--- src/rtl/rpt_pkg.sv ---
package rpt_pkg;
  typedef enum logic {SRC_ADDER = 1'b0, SRC_COUNTER = 1'b1} src_e;

  localparam logic [7:0] CH_SPACE = 8'h20;
  localparam logic [7:0] CH_CR    = 8'h0D;
  localparam logic [7:0] CH_LF    = 8'h0A;

  function automatic logic [7:0] hex_char(input logic [3:0] n);
    return (n < 4'd10) ? (8'h30 + {4'h0, n}) : (8'h37 + {4'h0, n});
  endfunction
endpackage

--- src/rtl/rpt_select.sv ---
module rpt_select
  import rpt_pkg::*;
#(
  parameter int REC_W = 16
) (
  input  logic             clk,
  input  logic             rst_n,
  input  logic             add_valid,
  input  logic [REC_W-1:0] add_data,
  output logic             add_ready,
  input  logic             cnt_valid,
  input  logic [REC_W-1:0] cnt_data,
  output logic             cnt_ready,
  input  logic             force_report,
  input  logic             suspend,
  input  logic             take_ok,
  output logic             emit_valid,
  output src_e             emit_src,
  output logic [REC_W-1:0] emit_data
);
  logic             suspend_q;
  logic             last_vld;
  src_e             last_src;
  logic [REC_W-1:0] last_data;
  logic             pick_add, any_valid, is_repeat;

  always_comb begin
    pick_add  = add_valid && !suspend;
    any_valid = pick_add || cnt_valid;
    add_ready = take_ok && !suspend;
    cnt_ready = take_ok && !pick_add;
    emit_src  = pick_add ? SRC_ADDER : SRC_COUNTER;
    emit_data = pick_add ? add_data : cnt_data;
    is_repeat = last_vld && (last_src == emit_src) && (last_data == emit_data);
    emit_valid = take_ok && any_valid && (!is_repeat || force_report);
  end

  always_ff @(posedge clk) begin
    if (!rst_n) begin
      suspend_q <= 1'b0;
      last_vld  <= 1'b0;
      last_src  <= SRC_ADDER;
      last_data <= '0;
    end else begin
      suspend_q <= suspend;
      if (suspend_q && !suspend) last_vld <= 1'b0;
      if (emit_valid) begin
        last_vld  <= 1'b1;
        last_src  <= emit_src;
        last_data <= emit_data;
      end
    end
  end

  AST_ADDER_WINS: assert property (@(posedge clk) disable iff (!rst_n)
    (add_valid && !suspend && emit_valid) |-> emit_src == SRC_ADDER);
  AST_SUSPEND_COUNTER_ONLY: assert property (@(posedge clk) disable iff (!rst_n)
    (suspend && emit_valid) |-> emit_src == SRC_COUNTER);
endmodule

--- src/rtl/rpt_expand.sv ---
module rpt_expand
  import rpt_pkg::*;
#(
  parameter int REC_W = 16
) (
  input  logic             clk,
  input  logic             rst_n,
  input  logic             load,
  input  src_e             load_src,
  input  logic [REC_W-1:0] load_data,
  output logic             busy,
  output logic             out_valid,
  output logic [7:0]       out_char,
  input  logic             out_ready
);
  localparam int ND  = REC_W / 4;
  localparam int NCH = ND + 4;
  localparam int IW  = $clog2(NCH);

  logic [IW-1:0]    idx;
  src_e             src_q;
  logic [REC_W-1:0] data_q;
  logic [REC_W-1:0] shifted;

  always_comb begin
    out_valid = busy;
    shifted   = '0;
    if (idx == '0) begin
      out_char = hex_char({3'b000, src_q});
    end else if (idx == IW'(1)) begin
      out_char = CH_SPACE;
    end else if (idx == IW'(NCH - 2)) begin
      out_char = CH_CR;
    end else if (idx == IW'(NCH - 1)) begin
      out_char = CH_LF;
    end else begin
      shifted  = data_q >> (4 * (ND + 1 - int'(idx)));
      out_char = hex_char(shifted[3:0]);
    end
  end

  always_ff @(posedge clk) begin
    if (!rst_n) begin
      busy   <= 1'b0;
      idx    <= '0;
      src_q  <= SRC_ADDER;
      data_q <= '0;
    end else if (!busy) begin
      if (load) begin
        busy   <= 1'b1;
        idx    <= '0;
        src_q  <= load_src;
        data_q <= load_data;
      end
    end else if (out_ready) begin
      if (idx == IW'(NCH - 1)) busy <= 1'b0;
      else                     idx  <= idx + 1'b1;
    end
  end

  AST_LOAD_WHEN_IDLE: assert property (@(posedge clk) disable iff (!rst_n)
    load |-> !busy);
endmodule

--- src/rtl/rpt_fifo.sv ---
module rpt_fifo #(
  parameter int DEPTH = 16,
  parameter int DW    = 8
) (
  input  logic                       clk,
  input  logic                       rst_n,
  input  logic                       wr_valid,
  input  logic [DW-1:0]              wr_data,
  output logic                       wr_ready,
  output logic                       rd_valid,
  output logic [DW-1:0]              rd_data,
  input  logic                       rd_ready,
  output logic [$clog2(DEPTH+1)-1:0] space
);
  localparam int AW = $clog2(DEPTH);
  localparam int CW = $clog2(DEPTH + 1);

  logic [DW-1:0] mem [DEPTH];
  logic [AW-1:0] wp, rp;
  logic [CW-1:0] count;
  logic          do_wr, do_rd;

  always_comb begin
    wr_ready = count < CW'(DEPTH);
    rd_valid = count != '0;
    rd_data  = mem[rp];
    space    = CW'(DEPTH) - count;
    do_wr    = wr_valid && wr_ready;
    do_rd    = rd_valid && rd_ready;
  end

  always_ff @(posedge clk) begin
    if (do_wr) mem[wp] <= wr_data;
  end

  always_ff @(posedge clk) begin
    if (!rst_n) begin
      wp    <= '0;
      rp    <= '0;
      count <= '0;
    end else begin
      if (do_wr) wp <= (wp == AW'(DEPTH - 1)) ? '0 : wp + 1'b1;
      if (do_rd) rp <= (rp == AW'(DEPTH - 1)) ? '0 : rp + 1'b1;
      count <= count + CW'(do_wr) - CW'(do_rd);
    end
  end

  AST_NO_OVERFLOW: assert property (@(posedge clk) disable iff (!rst_n)
    count <= CW'(DEPTH));
endmodule

--- src/rtl/rpt_uart_tx.sv ---
module rpt_uart_tx #(
  parameter int BAUD_DIV = 651
) (
  input  logic       clk,
  input  logic       rst_n,
  input  logic       in_valid,
  input  logic [7:0] in_data,
  output logic       in_ready,
  output logic       txd
);
  localparam int DW = $clog2(BAUD_DIV + 1);

  logic [DW-1:0] div_cnt;
  logic          tick;
  logic          busy;
  logic [3:0]    sub;
  logic [3:0]    bitn;
  logic [9:0]    shreg;

  assign tick     = div_cnt == DW'(BAUD_DIV - 1);
  assign in_ready = !busy;

  always_ff @(posedge clk) begin
    if (!rst_n) div_cnt <= '0;
    else        div_cnt <= tick ? '0 : div_cnt + 1'b1;
  end

  always_ff @(posedge clk) begin
    if (!rst_n) begin
      busy  <= 1'b0;
      sub   <= '0;
      bitn  <= '0;
      shreg <= '1;
      txd   <= 1'b1;
    end else if (!busy) begin
      if (in_valid) begin
        busy  <= 1'b1;
        sub   <= '0;
        bitn  <= '0;
        shreg <= {1'b1, in_data, 1'b0};
        txd   <= 1'b0;
      end
    end else if (tick) begin
      if (sub == 4'd15) begin
        sub <= '0;
        if (bitn == 4'd9) begin
          busy <= 1'b0;
          txd  <= 1'b1;
        end else begin
          bitn  <= bitn + 1'b1;
          shreg <= {1'b1, shreg[9:1]};
          txd   <= shreg[1];
        end
      end else begin
        sub <= sub + 1'b1;
      end
    end
  end

  AST_IDLE_HIGH: assert property (@(posedge clk) disable iff (!rst_n)
    !busy |-> txd);
  AST_BIT_HOLD: assert property (@(posedge clk) disable iff (!rst_n)
    (busy && !tick) |=> $stable(txd));
endmodule

--- src/rtl/rpt_serializer.sv ---
module rpt_serializer
  import rpt_pkg::*;
#(
  parameter int REC_W      = 16,
  parameter int FIFO_DEPTH = 16,
  parameter int BAUD_DIV   = 651
) (
  input  logic             clk,
  input  logic             rst_n,
  input  logic             add_valid,
  input  logic [REC_W-1:0] add_data,
  output logic             add_ready,
  input  logic             cnt_valid,
  input  logic [REC_W-1:0] cnt_data,
  output logic             cnt_ready,
  input  logic             force_report,
  input  logic             suspend,
  output logic             txd
);
  localparam int NCH = REC_W / 4 + 4;
  localparam int SW  = $clog2(FIFO_DEPTH + 1);

  logic             take_ok, emit_valid, exp_busy;
  src_e             emit_src;
  logic [REC_W-1:0] emit_data;
  logic             ch_valid, ch_ready, q_valid, q_ready;
  logic [7:0]       ch_data, q_data;
  logic [SW-1:0]    space;

  assign take_ok = !exp_busy && (space >= SW'(NCH));

  rpt_select #(.REC_W(REC_W)) u_select (
    .clk, .rst_n, .add_valid, .add_data, .add_ready,
    .cnt_valid, .cnt_data, .cnt_ready, .force_report, .suspend,
    .take_ok, .emit_valid, .emit_src, .emit_data
  );

  rpt_expand #(.REC_W(REC_W)) u_expand (
    .clk, .rst_n, .load(emit_valid), .load_src(emit_src), .load_data(emit_data),
    .busy(exp_busy), .out_valid(ch_valid), .out_char(ch_data), .out_ready(ch_ready)
  );

  rpt_fifo #(.DEPTH(FIFO_DEPTH), .DW(8)) u_fifo (
    .clk, .rst_n, .wr_valid(ch_valid), .wr_data(ch_data), .wr_ready(ch_ready),
    .rd_valid(q_valid), .rd_data(q_data), .rd_ready(q_ready), .space
  );

  rpt_uart_tx #(.BAUD_DIV(BAUD_DIV)) u_tx (
    .clk, .rst_n, .in_valid(q_valid), .in_data(q_data), .in_ready(q_ready), .txd
  );

  AST_LOAD_HAS_ROOM: assert property (@(posedge clk) disable iff (!rst_n)
    emit_valid |-> space >= SW'(NCH));
endmodule

--- config.mk ---
export PLATFORM = sky130hd
export DESIGN_NAME = rpt_serializer
export DESIGN_NICKNAME = d
export VERILOG_FILES = /design/src/rtl/rpt_pkg.sv /design/src/rtl/rpt_select.sv /design/src/rtl/rpt_expand.sv /design/src/rtl/rpt_fifo.sv /design/src/rtl/rpt_uart_tx.sv /design/src/rtl/rpt_serializer.sv
export SDC_FILE = /design/constraint.sdc
export NUM_CORES = 1
export LEC_CHECK = 0
export ABC_AREA = 1
export BUFFER_PORTS_ARGS = -buffer_cell sky130_fd_sc_hd__buf_2
export CORE_UTILIZATION = 40
export CTS_CLUSTER_DIAMETER = 120
export CTS_CLUSTER_SIZE = 28
export DETAILED_ROUTE_END_ITERATION = 8
export HOLD_SLACK_MARGIN = 0.06
export MAX_ROUTING_LAYER = met4
export SLEW_MARGIN = 20
export SYNTH_ARGS = -nofsm -noshare
export SYNTH_HDL_FRONTEND = slang
export SYNTH_SLANG_ARGS = --single-unit
--- constraint.sdc ---
create_clock -name clk -period 3.6 [get_ports clk]
set_input_delay 0.18 -clock clk [delete_from_list [all_inputs] [get_ports clk]]
set_output_delay 0.18 -clock clk [all_outputs]
set_load 0.05 [all_outputs]
==> reports/metrics.csv <==
metric;value;unit
crit_fanout;7;
slew_headroom;35.8;%
skew;0.0133;ns
final_area;10000;sq um
p_seq_share;39.7;%
gp_congestion;0.806;
cts_buffers;17;
p_sw_share;37.0;%
hold_viol;0;
dr_total_vias;6569;
ys_seq_area_share;56.7;%
cts.repair.resized;0;
cellPowerDensity;731;nW/um^2
ir_worst_vdd;0.455;mV
grt_first_pass_wirelength;30900;microns
grt_setup_unrepaired;false;
cp-end-kind;flip-flop;
syn_area_per_cell;8.97;sq um
setup_tns;0;ns
crit_top_cell;nor2_1;
grt_antenna_before_repair;0;
status;finished, final reports clean;
remaining_drc_errors;0;
cts_tree;done;
gr-total-overflow;0;
maxCapViolCount;0;
worst-setup-path-type;reg -> reg;
max_freq;359;MHz
grt_pass1_vias;5984;
clkLatencyLatePin;0.43;ns
h-tree-depth;4;
worstSetupStartpoint;u_fifo.count[2];
power.switching;2.71;mW
first_pass_iters;6;
setup_violations;0;
clkSlewWorstSetupHoldPaths;0.08;ns
clock_path_buffers;2;
pin_count;41;
timing.final.crit_period;2.79;ns
grt.total_usage;18.1;%
p_int;4.62;mW
antenna_cells;0;
cp-start-kind;flip-flop;
reg2reg_slack;0.81;ns
synth-seq-cells;197;
start_util;40.8;%
hold_path.class;in -> reg;
fin_nets;1093;
dpl_cell_area;9390;sq um
cp_slowest_cell;nor2_1;
antenna_left;0;
max_stage_delay;0.48;ns
finalMaxSlewViolations;0;
synth.distinct_cells;37;
synth_cells;996;
yosys_warnings;0;
port_buffers;40;
crit_arrival;2.86;ns
grt_max_degree;57;
routed_wl;19300;microns
wl_per_cell;14.7;microns
coreArea;21900;sq um
crit_chain;inv_1 -> ha_1 -> nand2_1 -> nor2_1 -> ha_1 -> or2_2 -> nor2_1 -> inv_1 -> nor2_1 -> inv_1 -> nor2_1;
root_buffer;clkbuf_16;
clock_sinks;197;
cp_data_required_time;3.67;ns
synth_area;8930;sq um
place_hpwl;12800;microns
drt-vias-per-instance;4.98;
p_leak;3.86;nW
worstHoldStart;rst_n;
clkPwrFrac;27.8;%
chipWidth;151;microns
worst_hold_slack;0.167;ns
drt_iter0_markers;522;
drive_above_1_share;9.33;%
final_common_cell;nand2_1;
synthToLayoutAreaGrowth;12.4;%
die-area;22900;sq um
r2r-start;u_fifo.count[2];
final_cell_mix;189 x nand2_1, 159 x nor2_1, 112 x edfxtp_1;
die_height;151;microns
p_comb_share;32.5;%
tightestPinTransition;0.962;ns
finalCritPeriodShare;77.4;%
rows;54;
syn_nets;1062;
==> repair_timing <==
action,in CTS,in global routing
hold endpoints to repair,1,0
hold buffers,1,0
buffers inserted,0,0
endpoints found under the setup margin,0,0
==> area by class of cell <==
class	instances	area [sq um]
Clock buffer	17	425
Clock inverter	15	209
Fill cell	2159	11900
Inverter	79	297
Multi-Input combinational cell	677	3360
Sequential cell	197	5060
Tap cell	280	350
Timing Repair Buffer	55	328
==> cell usage after synthesis <==
cell | n | area, sq um
nor4_2 | 1 | 12.5
clkbuf_1 | 29 | 109
buf_6 | 6 | 67.6
nand2_4 | 1 | 11.3
buf_4 | 1 | 7.51
nor3_1 | 4 | 20.0
buf_2 | 6 | 30.0
o211ai_1 | 30 | 225
a31o_2 | 1 | 8.76
inv_1 | 74 | 278
nand4_1 | 4 | 25.0
a31oi_1 | 3 | 18.8
nand3b_1 | 6 | 45.0
o22ai_1 | 3 | 18.8
o21ai_1 | 2 | 10.0
o21bai_1 | 2 | 15.0
nor2_1 | 159 | 597
nand2_1 | 189 | 709
nand3_1 | 55 | 275
o21ai_0 | 88 | 440
nor3b_1 | 7 | 52.6
a21oi_1 | 80 | 400
nand2_2 | 1 | 6.26
xnor2_1 | 3 | 26.3
nor2_4 | 1 | 11.3
nor4_1 | 2 | 12.5
fa_1 | 1 | 20.0
dfxtp_1 | 85 | 1700
edfxtp_1 | 112 | 3360
or2_2 | 2 | 12.5
a221oi_1 | 1 | 8.76
clkbuf_2 | 1 | 5.00
ha_1 | 27 | 338
inv_2 | 3 | 11.3
clkinv_1 | 2 | 7.51
o21a_1 | 2 | 15.0
xor2_1 | 2 | 17.5
==> routing by layer <==
layer	wire length, microns	up-vias	global-route usage, %	share of wire, %
met3	714	22	3.58	3.7
met4	430	0	6.20	2.2
met5	0	-	-	0
li1	-	3429	-	-
met1	9370	2997	24.0	48
met2	8820	121	27.6	46
==> metrics by stage <==
stage / power, mW / cells / util [%] / setup slack, ns
2_1_floorplan: 4.71 / 996 / - / 1.05
3_3_place_gp: 5.34 / 1287 / 42.9 / 0.900
3_5_place_dp: 5.35 / 1287 / 42.9 / 0.794
4_1_cts: 7.40 / 1320 / 45.9 / 0.793
5_1_grt: 7.85 / 1320 / 45.9 / 0.466
6_report: 7.33 / 1320 / 45.9 / 0.813
==> logic make-up (layout without fill, tap and decap cells) <==
group                      Yosys count  after routing  synth area share, %
AOI/OAI and AO/OA                  212            212                 13.0
and+or+nand+nor                    432            432                 20.0
adders and majority gates           28             28                 4.01
buffers and inverters              122            166                 5.77
xor gates and xnor gates             5              5                0.490
DFF                                197            197                 56.7
==> final timing paths <==
path / depth (start not counted) / to
setup / recovery: 11 / u_fifo.mem[7][2]
hold / removal: 3 / u_fifo.count[0]
setup reg to reg: 11 / u_fifo.mem[7][2]
hold reg to reg: 2 / u_expand.data_q[2]
==> critical path, delay by kind of cell (launching register included) <==
kind	cells	cell delay (ns)
flops	1	0.34
buf+inv	3	0.39
simple gates	6	1.35
fa+ha+maj	2	0.36
==> power by group through the flow <==
stage / sequential [mW] / combinational [mW] / clock (mW)
after global placement: 2.96 / 2.38 / 0
after CTS: 2.91 / 2.40 / 2.09
after detailed placement: 2.96 / 2.39 / 0
after global routing: 2.96 / 2.72 / 2.17
final: 2.91 / 2.38 / 2.04
after floorplan: 2.92 / 1.79 / 0
==> registers in the layout, summed over array words and instances, names as in the netlist, 5 cells and up, named ones only <==
signal,flops
u_expand.data_q,16
u_fifo.count,5
u_fifo.mem,112
u_select.last_data,16
u_tx.div_cnt,10
u_tx.shreg,8
Note: power is estimated with default switching activity, not from simulation.
